### config.mk
export PLATFORM = sky130hd
export DESIGN_NAME = ser_shift_unit
export DESIGN_NICKNAME = d
export VERILOG_FILES = /design/src/rtl/ser_pkg.sv /design/src/rtl/ser_clk_sel.sv /design/src/rtl/ser_shifter.sv /design/src/rtl/ser_counter.sv /design/src/rtl/ser_shift_unit.sv
export SDC_FILE = /design/constraint.sdc
export NUM_CORES = 1
export LEC_CHECK = 0
export BUFFER_PORTS_ARGS = -buffer_cell sky130_fd_sc_hd__buf_2
export CAP_MARGIN = 30
export CELL_PAD_IN_SITES_DETAIL_PLACEMENT = 2
export CELL_PAD_IN_SITES_GLOBAL_PLACEMENT = 2
export CORE_ASPECT_RATIO = 0.7
export CORE_MARGIN = 2
export CORE_UTILIZATION = 26
export CTS_CLUSTER_DIAMETER = 50
export DETAILED_ROUTE_END_ITERATION = 8
export HOLD_SLACK_MARGIN = 0.1
export PLACE_DENSITY_LB_ADDON = 0.1
export SETUP_SLACK_MARGIN = 0.4
export SLEW_MARGIN = 20
export SYNTH_ARGS = -nofsm -noshare
export SYNTH_HDL_FRONTEND = slang
export SYNTH_SLANG_ARGS = --single-unit
export TNS_END_PERCENT = 1
### constraint.sdc
create_clock -name clk -period 1.65 [get_ports clk]
set_clock_uncertainty 0.2 [all_clocks]
set_input_delay 0.33 -clock clk [delete_from_list [all_inputs] [get_ports clk]]
set_output_delay 0.33 -clock clk [all_outputs]
set_load 0.02 [all_outputs]
### src/rtl/ser_pkg.sv
// Shared types of the universal serial shift unit.
// Assumes: clock-source codes are fixed by the top-level port encoding.
package ser_pkg;

    typedef enum logic [1:0] {
        SRC_PIN   = 2'd0,
        SRC_TIMER = 2'd1,
        SRC_SOFT  = 2'd2,
        SRC_NONE  = 2'd3
    } src_e;

    typedef struct packed {
        logic shift;   // move data register and sample DI
        logic count;   // advance the counter
        logic latch;   // output latch enable
    } evt_t;

endpackage

### src/rtl/ser_clk_sel.sv
// Clock-source selection. Synchronizes the external serial clock,
// detects both of its edges and turns the chosen source into
// shift / count / latch events for one system clock each.
// Assumes: tmr_ovf and sw_strobe are already synchronous one-cycle pulses.
module ser_clk_sel
    import ser_pkg::*;
#(
    parameter int SYNC_STAGES = 2
) (
    input  logic clk,
    input  logic rst_n,
    input  src_e src,
    input  logic sck_pin,
    input  logic tmr_ovf,
    input  logic sw_strobe,
    output evt_t evt
);

    logic [SYNC_STAGES-1:0] sync_q;
    logic                   prev_q;
    logic                   sck_s;
    logic                   rise;
    logic                   fall;

    generate
        if (SYNC_STAGES == 1) begin : g_sync1
            // Single-flop capture of the pin.
            always_ff @(posedge clk) begin
                if (!rst_n) sync_q <= '0;
                else        sync_q <= sck_pin;
            end
        end else begin : g_syncn
            // Shift chain synchronizing the pin.
            always_ff @(posedge clk) begin
                if (!rst_n) sync_q <= '0;
                else        sync_q <= {sync_q[SYNC_STAGES-2:0], sck_pin};
            end
        end
    endgenerate

    assign sck_s = sync_q[SYNC_STAGES-1];

    // Previous synchronized level for edge detection.
    always_ff @(posedge clk) begin
        if (!rst_n) prev_q <= 1'b0;
        else        prev_q <= sck_s;
    end

    assign rise = sck_s & ~prev_q;
    assign fall = ~sck_s & prev_q;

    // Map the selected source to events.
    always_comb begin
        evt = '0;
        unique case (src)
            SRC_PIN: begin
                evt.shift = rise;
                evt.count = rise | fall;
                evt.latch = fall;
            end
            SRC_TIMER: begin
                evt.shift = tmr_ovf;
                evt.count = tmr_ovf;
                evt.latch = 1'b1;
            end
            SRC_SOFT: begin
                evt.shift = sw_strobe;
                evt.count = sw_strobe;
                evt.latch = 1'b1;
            end
            default: begin
                evt.latch = 1'b1;
            end
        endcase
    end

    // the two edge detectors never fire together
    a_r4_edges_exclusive: assert property (@(posedge clk) disable iff (!rst_n)
        !(rise && fall));

    // a software source without its strobe does not shift
    a_r6_soft_idle: assert property (@(posedge clk) disable iff (!rst_n)
        (src == SRC_SOFT && !sw_strobe) |-> !evt.shift);

    // a stopped source never counts
    a_r6_none_idle: assert property (@(posedge clk) disable iff (!rst_n)
        (src == SRC_NONE) |-> !evt.count);

endmodule

### src/rtl/ser_shifter.sv
// Data shift register and output latch. Shifts left with DI into the
// LSB on a shift event; the bus write has priority. The output latch
// holds the MSB and loads only when its enable is high.
// Assumes: at most one shift event per clock.
module ser_shifter #(
    parameter int DATA_W = 8
) (
    input  logic              clk,
    input  logic              rst_n,
    input  logic              shift_en,
    input  logic              latch_en,
    input  logic              di,
    input  logic              wr_en,
    input  logic [DATA_W-1:0] wdata,
    output logic [DATA_W-1:0] data_q,
    output logic              out_bit
);

    // Data register: bus write, else shift.
    always_ff @(posedge clk) begin
        if (!rst_n)        data_q <= '0;
        else if (wr_en)    data_q <= wdata;
        else if (shift_en) data_q <= {data_q[DATA_W-2:0], di};
    end

    // Output latch: capture the MSB when enabled.
    always_ff @(posedge clk) begin
        if (!rst_n)        out_bit <= 1'b0;
        else if (latch_en) out_bit <= data_q[DATA_W-1];
    end

    // shift moves left and takes DI into bit 0
    a_r3_shift_left: assert property (@(posedge clk) disable iff (!rst_n)
        (shift_en && !wr_en) |=> data_q == {$past(data_q[DATA_W-2:0]), $past(di)});

    // the latch holds when not enabled
    a_r7_latch_hold: assert property (@(posedge clk) disable iff (!rst_n)
        !latch_en |=> $stable(out_bit));

    // bus write wins over a shift
    a_r9_write_wins: assert property (@(posedge clk) disable iff (!rst_n)
        wr_en |=> data_q == $past(wdata));

endmodule

### src/rtl/ser_counter.sv
// Edge/bit counter with sticky overflow flag. Counts up on each count
// event, wraps to zero and sets the flag; a bus write loads the counter
// (priority) and may clear the flag.
// Assumes: clr_flag is only asserted together with wr_en.
module ser_counter #(
    parameter int CNT_W = 4
) (
    input  logic             clk,
    input  logic             rst_n,
    input  logic             count_en,
    input  logic             wr_en,
    input  logic [CNT_W-1:0] wdata,
    input  logic             clr_flag,
    output logic [CNT_W-1:0] cnt_q,
    output logic             flag_q
);

    localparam logic [CNT_W-1:0] CNT_MAX = '1;

    logic wrap;

    assign wrap = count_en & ~wr_en & (cnt_q == CNT_MAX);

    // Counter: bus load, else increment.
    always_ff @(posedge clk) begin
        if (!rst_n)        cnt_q <= '0;
        else if (wr_en)    cnt_q <= wdata;
        else if (count_en) cnt_q <= cnt_q + 1'b1;
    end

    // Sticky flag: set on wrap, cleared by a write with the clear bit.
    always_ff @(posedge clk) begin
        if (!rst_n)        flag_q <= 1'b0;
        else if (wrap)     flag_q <= 1'b1;
        else if (clr_flag) flag_q <= 1'b0;
    end

    // each count event steps the counter by one
    a_r4_count_step: assert property (@(posedge clk) disable iff (!rst_n)
        (count_en && !wr_en) |=> cnt_q == CNT_W'($past(cnt_q) + 1'b1));

    // wrap from the top value sets the flag
    a_r5_wrap_sets_flag: assert property (@(posedge clk) disable iff (!rst_n)
        (count_en && !wr_en && cnt_q == CNT_MAX) |=> flag_q);

    // flag holds without a bus write
    a_r5_flag_sticky: assert property (@(posedge clk) disable iff (!rst_n)
        (flag_q && !wr_en) |=> flag_q);

endmodule

### src/rtl/ser_shift_unit.sv
// Universal serial shift unit, top level. Bus decode for the data and
// status addresses, clock-source selection, shift register, counter and
// wire-mode routing of the latched output bit.
// Assumes: DATA_W >= CNT_W + 2 so the status word has padding bits.
module ser_shift_unit
    import ser_pkg::*;
#(
    parameter int DATA_W      = 8,
    parameter int CNT_W       = 4,
    parameter int SYNC_STAGES = 2
) (
    input  logic              clk,
    input  logic              rst_n,
    input  logic              bus_wr,
    input  logic              bus_addr,
    input  logic [DATA_W-1:0] bus_wdata,
    output logic [DATA_W-1:0] bus_rdata,
    input  logic              wire_mode,
    input  logic [1:0]        clk_src,
    input  logic              sck_pin,
    input  logic              di_pin,
    input  logic              tmr_ovf,
    input  logic              sw_strobe,
    output logic              dout_3w,
    output logic              sda_drive_low,
    output logic              ovf_irq
);

    localparam int PAD_W = DATA_W - 1 - CNT_W;

    evt_t              evt;
    logic [DATA_W-1:0] data_q;
    logic [CNT_W-1:0]  cnt_q;
    logic              flag_q;
    logic              out_bit;
    logic              wr_data;
    logic              wr_stat;
    logic              clr_flag;

    assign wr_data  = bus_wr & ~bus_addr;
    assign wr_stat  = bus_wr &  bus_addr;
    assign clr_flag = wr_stat & bus_wdata[DATA_W-1];

    ser_clk_sel #(
        .SYNC_STAGES(SYNC_STAGES)
    ) i_clk_sel (
        .clk      (clk),
        .rst_n    (rst_n),
        .src      (src_e'(clk_src)),
        .sck_pin  (sck_pin),
        .tmr_ovf  (tmr_ovf),
        .sw_strobe(sw_strobe),
        .evt      (evt)
    );

    ser_shifter #(
        .DATA_W(DATA_W)
    ) i_shifter (
        .clk     (clk),
        .rst_n   (rst_n),
        .shift_en(evt.shift),
        .latch_en(evt.latch),
        .di      (di_pin),
        .wr_en   (wr_data),
        .wdata   (bus_wdata),
        .data_q  (data_q),
        .out_bit (out_bit)
    );

    ser_counter #(
        .CNT_W(CNT_W)
    ) i_counter (
        .clk     (clk),
        .rst_n   (rst_n),
        .count_en(evt.count),
        .wr_en   (wr_stat),
        .wdata   (bus_wdata[CNT_W-1:0]),
        .clr_flag(clr_flag),
        .cnt_q   (cnt_q),
        .flag_q  (flag_q)
    );

    // Read mux for the two bus addresses.
    always_comb begin
        if (bus_addr) bus_rdata = {flag_q, {PAD_W{1'b0}}, cnt_q};
        else          bus_rdata = data_q;
    end

    // Route the latched bit to the pin chosen by wire mode.
    always_comb begin
        if (wire_mode) begin
            dout_3w       = 1'b0;
            sda_drive_low = ~out_bit;
        end else begin
            dout_3w       = out_bit;
            sda_drive_low = 1'b0;
        end
    end

    assign ovf_irq = flag_q;

    // in push-pull mode the open-drain line is released
    a_r8_line_released: assert property (@(posedge clk) disable iff (!rst_n)
        !wire_mode |-> !sda_drive_low);

    // at most one pin is active
    a_r8_one_pin: assert property (@(posedge clk) disable iff (!rst_n)
        $onehot0({dout_3w, sda_drive_low}));

    // a status write with the clear bit and no wrap leaves the flag low
    a_r2_clear_flag: assert property (@(posedge clk) disable iff (!rst_n)
        clr_flag |=> !ovf_irq);

endmodule

==> metrics, run 1 <==
Worst EP arrival=1.11 ns; Setup CP Type=input port to output pin; Max Fanout on Critical Path=11; CTS tree=done; post-synthesis xor/xnor area fraction=0; #FFs+latches synth=17; first-pass GRT wire length=4312 um; Syn Std Cell Area=905.9 um2; Yosys warnings=0; Fmax=0.6081 GHz; RD Place Congestion=0.7719; Hold Crit Class=input port to register; Final Setup Violations=0; post-synthesis cell count=94; router iterations before antenna repair=2; GRT Util Overall=0.1450; average wire per standard cell=14.51 um; initial antenna violation count=0; post-synthesis mux area share=0.1837; syn_nets=116; Layout area overhead=42.27%; CP dominant cell by count=buf_2; Nets=155; Synth Area in Compound Gates=0.1906; syn avg cell area=9.637 um2; status=complete, no violations; die area=3980 um2; worst-case clock buffer depth=2; Final Non-Filler Cells=179; cell count after placement=171; top-count cell post-synth=dfxtp_1; clk sinks=17; Post-route DRC=0; Critical Path Start Type=input port; pin count of the biggest net entering global routing=20; die width=74.55 um; Core Region=3233 um2; Congestion Overflow GR=0; RSZ-0062 raised after global routing=yes; # diodes=0; WP buf/inv=2; Inserted Clock Buffers=3; synth cell count leaders=17 x dfxtp_1, 11 x mux2i_1, 11 x o21ai_0; maximum vdd drop=346.3 uV; I/O pin total=30; PortBufs=29; crit end category=output pin; DRT antenna net count=0; max_slew headroom=0.8228; Max Slew Vio Count=0; vias in the first global route=906; CTS Root Cell=clkbuf_8; final setup margin=0.005411 ns; Design Power=1.014 mW; asr flop ratio synth=0; Synth Area in Adders=0.04144; Final period util=0.9967; critical path's slowest cell=mux2_2; mean number of vias per cell=4.743; CP Data Required Time=1.12 ns; Worst-Margin Slew=0.2584 ns; crit-path cells=buf_2 > mux2_2 > buf_2; pre-CTS WS=-0.1567 ns; Final min period=1.645 ns; Simple-Gate Fraction of Synth Area=0.1837; Pwr Density=787.0 nW/um2; CP delay by family, top=buffers and inverters; Row Count=17; clock-pin slew on the worst setup and hold paths=0.07 ns; layout cells sized above 1=0.4394; Crit path largest cell delay=0.37 ns; Die H=53.39 um; HPWL after detailed placement=1920 um; Post-synth EDFFs=0; Top FF cell, synth=dfxtp_1; H-Tree Depth=1; Area contributors post-synth=dfxtp_1 38%, mux2i_1 12%, mux2_2 6.2%; post-synthesis sequential area ratio=0.3757; WL final=2598 um; cell accounting for the most synthesized area=dfxtp_1; static leakage=0.5588 nW; DR iter-0 viols=28; Distinct cells, synth=25; total number of vias=849; setup TNS=0 ns; final hold vios=0; largest family of logic cells by synthesized area=compound AO/OA/AOI/OAI gates; Initial Util=0.2802; # Max-Cap Violations=0; worst-skew pair later-pin latency=0.25 ns; post-synth top area share=0.3757
-- sequential cells by signal, summed over array words and instances, names as in the netlist --
register and cells:
i_counter.cnt_q 4, i_clk_sel.sync_q 2, i_shifter.out_bit 1, i_clk_sel.prev_q 1, i_shifter.data_q 8, i_counter.flag_q 1
-- layer usage --
layer | GRT usage | vias to the layer above | wire length, um
met5 | 0 | - | 0
met4 | 0.02679 | 0 | 0
met3 | 0.04571 | 0 | 154
met2 | 0.2404 | 22 | 1201
met1 | 0.1862 | 404 | 1242
li1 | - | 423 | -
-- logic make-up (layout without fill, tap and decap cells) --
group | after synthesis | in the layout
buffers and inverters | 6 | 44
multiplexers | 16 | 16
AND/OR/NAND/NOR | 26 | 26
AO/OA/AOI/OAI | 26 | 26
adder cells (fa/ha/maj) | 3 | 3
flip-flops | 17 | 17
-- worst reg2reg max path: cells and delay by family, from the launching register on --
family / cells / cell delay, ns
flops: 1 / 0.34
buf+inv: 2 / 0.21
mux: 1 / 0.19
simple gates: 1 / 0.12
fa+ha+maj: 1 / 0.20
compound gates: 2 / 0.26
-- layout by cell type, fill, tap and decap left out, types with 2 or more instances in the layout --
cell      Yosys  final
nor2b_1       8      7
nor3_1        3      3
a221oi_2      0      2
and3_1        2      2
buf_4         0     10
ha_1          3      2
a21oi_1       9      9
nand3_1       2      2
mux2i_1      11     11
o21ai_0      11     11
buf_2         0     24
nand2_1       2      2
and4_1        2      2
mux2_2        5      5
clkbuf_8      0      3
dfxtp_1      17     14
and2_1        3      3
buf_12        0      2
dfxtp_2       0      3
-- area by class of cell --
| type | instances | area [um2] |
|---|---|---|
| sequential | 17 | 344.1 |
| clock buffer | 3 | 41.29 |
| inverter | 2 | 7.507 |
| multi-input combinational | 71 | 575.6 |
| tap | 47 | 58.81 |
| fill | 378 | 1944 |
| timing repair buffer | 38 | 256.5 |
| clock inverter | 1 | 5.005 |
-- metrics by stage --
stage          utilization  hold WS, ns  instance area (um2)
5_1_grt             0.3986       0.1782                 1289
2_1_floorplan            -       0.2119                905.9
3_3_place_gp        0.3580       0.2178                 1157
4_1_cts             0.3924       0.1508                 1269
6_report            0.3986       0.1511                 1289
3_5_place_dp        0.3580       0.2335                 1157
-- report_power, final --
part / switching, mW / total, mW / internal (mW)
Sequential: 0.0247 / 0.464 / 0.439
Combinational: 0.115 / 0.232 / 0.117
Clock: 0.151 / 0.319 / 0.168
Total: 0.290 / 1.01 / 0.724
-- worst paths after layout --
check / startpoint / endpoint / slack, ns / depth (start not counted)
max: bus_addr / bus_rdata[3] / 0.005 / 3
max reg2reg: i_clk_sel.prev_q$_SDFF_PN0_ / i_counter.cnt_q[1]$_SDFFE_PN0P_ / 0.03 / 7
min reg2reg: i_clk_sel.sync_q[0]$_SDFF_PN0_ / i_clk_sel.sync_q[1]$_SDFF_PN0_ / 0.24 / 1
min: bus_wdata[4] / i_shifter.data_q[4]$_SDFFE_PN0P_ / 0.15 / 3
-- what timing repair did --
action / CTS / global route
hold endpoints to repair: 1 / 0
buffers inserted: 3 / 0
hold buffers: 1 / 0
setup endpoints to repair: 25 / 25
gates resized for setup: 8 / 7
pin swaps: 3 / 2
No activity file was read; power rests on OpenSTA's default activity.
==> inputs of run 2 (changes only) <==
Settings changed: MAX_ROUTING_LAYER from default to met4.
Clock period 1.65 ns to 1.5 ns, I/O delays scaled along.
==> metrics, run 2 (same netlist as run 1, synthesis figures left out) <==
placed cell areas=1137 um2; mean number of vias per cell=4.832; Core Region=3233 um2; Final Setup Violations=9; Final min period=1.626 ns; Hold Crit Class=input port to register; clock-pin slew on the worst setup and hold paths=0.07 ns; RSZ-0062 raised after global routing=yes; status=finished, violations left; Congestion Overflow GR=0; I/O pin total=30; Worst-Margin Slew=0.3134 ns; # Max-Cap Violations=0; Max Fanout on Critical Path=8; commonest non-fill, non-tap cells in the layout=22 x buf_2, 11 x o21ai_0, 10 x mux2i_1, 10 x buf_4; final setup margin=-0.1258 ns; Post-route DRC=0; static leakage=0.5672 nW; pre-CTS WS=-0.2927 ns; clk sinks=17; Row Count=17; first-pass GRT wire length=4402 um; P_sw=0.3284 mW; crit end category=register; Worst EP arrival=1.56 ns; R2R Setup Slk=-0.13 ns; commonest non-fill, non-tap cell in the layout=buf_2; pin count of the biggest net entering global routing=20; Reg2Reg Depth=7; layout cells sized above 1=0.5227; HPWL after detailed placement=1866 um; # diodes=0; Largest Register=i_shifter.data_q; CP Data Required Time=1.44 ns; Net Sw Frac=0.2883; RD Place Congestion=0.7913; max reg flops=8; P_int=0.8109 mW; Layout area overhead=48.62%; Inserted Clock Buffers=3; hold slack final=0.04926 ns; Finished Cell Area=1346 um2; total number of vias=865; Final period util=1.084; CTS Root Cell=clkbuf_8; hold_sp=sck_pin; Setup CP Type=register to register; Max Slew Vio Count=0; Critical Path Start Type=register; Nets=155; r2r startpoint=i_clk_sel.prev_q$_SDFF_PN0_; max_slew headroom=0.7911; hold path endpoint=i_clk_sel.sync_q[0]$_SDFF_PN0_; clock power share=0.303; Seq pwr share=0.452; worst-case clock buffer depth=2; router iterations before antenna repair=2; final hold vios=0; CTS tree=done; die area=3980 um2; Initial Util=0.2802; Fmax=0.6151 GHz; Die H=53.39 um; failing checks=setup timing; DRT antenna net count=0; share of power burned in combinational logic=0.245; initial antenna violation count=0; die width=74.55 um; DR iter-0 viols=54; worst r2r dst=i_counter.cnt_q[3]$_SDFFE_PN0P_; average wire per standard cell=15.37 um; PortBufs=29; worst-skew pair later-pin latency=0.25 ns; Pwr Density=846.3 nW/um2; vias in the first global route=860; maximum vdd drop=415.4 uV; GRT Util Overall=0.1531; hold path cells=2; H-Tree Depth=1; largest registers=i_shifter.data_q (8), i_counter.cnt_q (4), i_clk_sel.sync_q (2); WL final=2751 um
-- run 2: cell types whose count changed in the layout (fill, tap and decap cells not counted), sizes merged --
cell	before	now
buf	37	38
dlygate4sd3	1	0
-- run 2: how the worst max path moves through the flow --
stage	endpoint	start	depth (start not counted)	slack, ns
detailed placement	i_counter.cnt_q[3]$_SDFFE_PN0P_	i_clk_sel.prev_q$_SDFF_PN0_	6	-0.29
global placement	i_counter.cnt_q[3]$_SDFFE_PN0P_	i_clk_sel.prev_q$_SDFF_PN0_	6	-0.22
CTS	i_counter.cnt_q[1]$_SDFFE_PN0P_	i_clk_sel.prev_q$_SDFF_PN0_	7	-0.14
finish	i_counter.cnt_q[3]$_SDFFE_PN0P_	i_clk_sel.prev_q$_SDFF_PN0_	7	-0.13
global route	i_counter.cnt_q[3]$_SDFFE_PN0P_	i_clk_sel.prev_q$_SDFF_PN0_	7	-0.18
floorplan	i_counter.cnt_q[1]$_SDFFE_PN0P_	i_clk_sel.prev_q$_SDFF_PN0_	6	-0.14
-- run 2: area by class of cell --
cell class	instances	area [um2]
flip-flops and latches	17	350.3
inverters	2	7.507
repair buffers	38	261.5
multi-input cells	71	621.8
fillers	373	1887
clock inverters	1	5.005
clock buffers	3	41.29
well taps	47	58.81
-- run 2: power groups by stage --
stage | registers (mW) | logic [mW] | clock network (mW)
after floorplan | 0.509 | 0.142 | 0
after global placement | 0.518 | 0.219 | 0
after global routing | 0.520 | 0.304 | 0.383
after CTS | 0.514 | 0.269 | 0.353
after detailed placement | 0.519 | 0.225 | 0
final | 0.515 | 0.279 | 0.345
-- run 2: timing repair --
item                                    in CTS  in global routing
resized for setup                           31                  4
endpoints found under the setup margin      25                 25
setup buffers                                5                  0
endpoints found under the hold margin        1                  1
pin swaps                                   10                  4
-- run 2: worst max-delay path, stage by stage (launching register included) --
cell,delay (ns)
dfxtp_2,0.34
inv_2,0.04
ha_4,0.20
nor2b_4,0.12
o31ai_4,0.18
buf_6,0.18
and4_1,0.20
nor3_1,0.05
-- run 2: through the flow --
stage	std cells	setup TNS (ns)	util	power (mW)
final	179	-0.5199	0.4164	1.139
after detailed placement	170	-2.223	0.3518	0.7443
after global routing	179	-1.283	0.4164	1.207
after floorplan	94	-0.5499	-	0.6507
after CTS	179	-0.5688	0.4094	1.136
after global placement	170	-1.661	0.3518	0.7371
-- run 2: routing by layer --
| layer | global-route usage | up-vias | wire, um |
|---|---|---|---|
| li1 | - | 421 | - |
| met1 | 0.2181 | 422 | 1478 |
| met2 | 0.2227 | 22 | 1163 |
| met3 | 0.03429 | 0 | 109 |
| met4 | 0.02679 | 0 | 0 |
| met5 | - | - | 0 |
==> inputs of run 3 (changes only) <==
Settings changed: CELL_PAD_IN_SITES_DETAIL_PLACEMENT 2 to 0, CELL_PAD_IN_SITES_GLOBAL_PLACEMENT 2 to 1, CORE_UTILIZATION 26 to 32, HOLD_SLACK_MARGIN 0.1 to 0.08.
==> metrics, run 3 (same netlist as run 1, synthesis figures left out) <==
average wire per standard cell=13.36 um; die area=3279 um2; initial antenna violation count=0; Finished Cell Area=1276 um2; RSZ-0062 raised after global routing=yes; Die H=48.52 um; clk sinks=17; first-pass GRT wire length=3795 um; DR iter-0 viols=28; worst-skew pair later-pin latency=0.25 ns; pre-CTS WS=-0.2639 ns; vias in the first global route=803; I/O pin total=30; static leakage=0.5452 nW; status=finished, violations left; die width=67.59 um; CTS tree=done; max reg flops=8; CP Data Required Time=1.47 ns; worst r2r dst=i_counter.cnt_q[0]$_SDFFE_PN0P_; placed cell areas=1131 um2; Fmax=0.6039 GHz; Max Fanout on Critical Path=7; largest registers=i_shifter.data_q (8), i_counter.cnt_q (4), i_clk_sel.sync_q (2); Nets=152; CTS Root Cell=clkbuf_8; commonest non-fill, non-tap cell in the layout=buf_2; GRT Util Overall=0.1570; Worst-Margin Slew=0.3792 ns; number of fill cells=276; Largest Register=i_shifter.data_q; WL final=2205 um; failing checks=setup timing; Worst EP arrival=1.63 ns; HPWL after detailed placement=1578 um; final setup margin=-0.1559 ns; clock-pin slew on the worst setup and hold paths=0.07 ns; Inserted Clock Buffers=3; final hold vios=0; max_slew headroom=0.7463; Setup CP Type=register to register; hold path cells=2; Final min period=1.656 ns; Post-route DRC=0; Hold Crit Class=input port to register; # Max-Cap Violations=0; origin of the worst setup path=i_clk_sel.prev_q$_SDFF_PN0_; PortBufs=29; Core Region=2743 um2; Layout area overhead=40.88%; Critical Path Start Type=register; crit end category=register; Pwr Density=862.3 nW/um2; Congestion Overflow GR=0; Initial Util=0.3303; mean number of vias per cell=4.873; Critical Path Sink=i_counter.cnt_q[0]$_SDFFE_PN0P_; R2R Setup Slk=-0.16 ns; Max Slew Vio Count=0; hold slack final=0.05534 ns; maximum vdd drop=467.2 uV; worst-case clock buffer depth=2; H-Tree Depth=1; r2r startpoint=i_clk_sel.prev_q$_SDFF_PN0_; commonest non-fill, non-tap cells in the layout=21 x buf_2, 11 x o21ai_0, 11 x buf_4; router iterations before antenna repair=4; layout cells sized above 1=0.5039; total number of vias=804; Final Setup Violations=14; # diodes=0; RD Place Congestion=0.7445; Reg2Reg Depth=7; DRT antenna net count=0; pin count of the biggest net entering global routing=20; Final period util=1.104; Row Count=16
==> run 3: cell types whose count changed in the layout (fill, tap and decap cells not counted), moves of 2 or more <==
| cell | change |
|---|---|
| dfxtp_1 | -2 |
| buf_6 | -3 |
| a221oi_1 | +2 |
| dfxtp_2 | +2 |
==> run 3: repair_timing <==
action,4_1_cts,5_1_grt
buffers inserted,1,0
pin swaps,6,5
endpoints found under the hold margin,1,1
setup endpoints to repair,25,25
resized for setup,21,10
==> run 3: layout make-up <==
cell class	instances	area, um2	area share
clock buffers	3	41.29	0.03235
clock inverters	1	5.005	0.003922
inverters	2	7.507	0.005882
multi-input cells	71	594.3	0.4657
flip-flops and latches	17	352.8	0.2765
well taps	36	45.04	0.03529
repair buffers	35	230.2	0.1804
==> run 3: stage by stage <==
stage	instances	power, mW	utilization	setup TNS (ns)
detailed placement	160	0.7397	0.4124	-1.691
finish	165	1.101	0.4653	-0.7633
CTS	165	1.108	0.4548	-1.030
global placement	160	0.7352	0.4124	-1.285
floorplan	94	0.6507	-	-0.5499
global route	165	1.173	0.4653	-1.951
==> run 3: worst max-delay path, cell delays in order, from the launching register on <==
cell	delay [ns]
dfxtp_2	0.34
inv_2	0.04
ha_4	0.20
nor2b_4	0.12
o31ai_4	0.32
buf_4	0.19
nand4b_1	0.09
o221ai_1	0.08
==> run 3: routing by layer <==
metal	wire, um	part of all wire	GRT usage	vias to the layer above
met5	0	0	-	-
met4	13	0.0059	0.03061	0
met3	119	0.054	0.04884	2
met2	920	0.42	0.2141	21
met1	1152	0.52	0.2279	366
li1	-	-	-	415
==> run 3: how the worst min path moves through the flow <==
stage                                               from                              to  slack (ns)
final                                            sck_pin  i_clk_sel.sync_q[0]$_SDFF_PN0_        0.06
after global routing                             sck_pin  i_clk_sel.sync_q[0]$_SDFF_PN0_        0.07
after CTS                                        sck_pin  i_clk_sel.sync_q[0]$_SDFF_PN0_        0.05
after detailed placement  i_clk_sel.sync_q[0]$_SDFF_PN0_  i_clk_sel.sync_q[1]$_SDFF_PN0_        0.22
after global placement    i_clk_sel.sync_q[0]$_SDFF_PN0_  i_clk_sel.sync_q[1]$_SDFF_PN0_        0.22
after floorplan           i_clk_sel.sync_q[0]$_SDFF_PN0_  i_clk_sel.sync_q[1]$_SDFF_PN0_        0.21
==> run 3: power by group <==
part / total (mW) / internal (mW) / switching, mW
sequential: 0.513 / 0.486 / 0.0271
clock: 0.339 / 0.184 / 0.155
combinational: 0.248 / 0.125 / 0.123
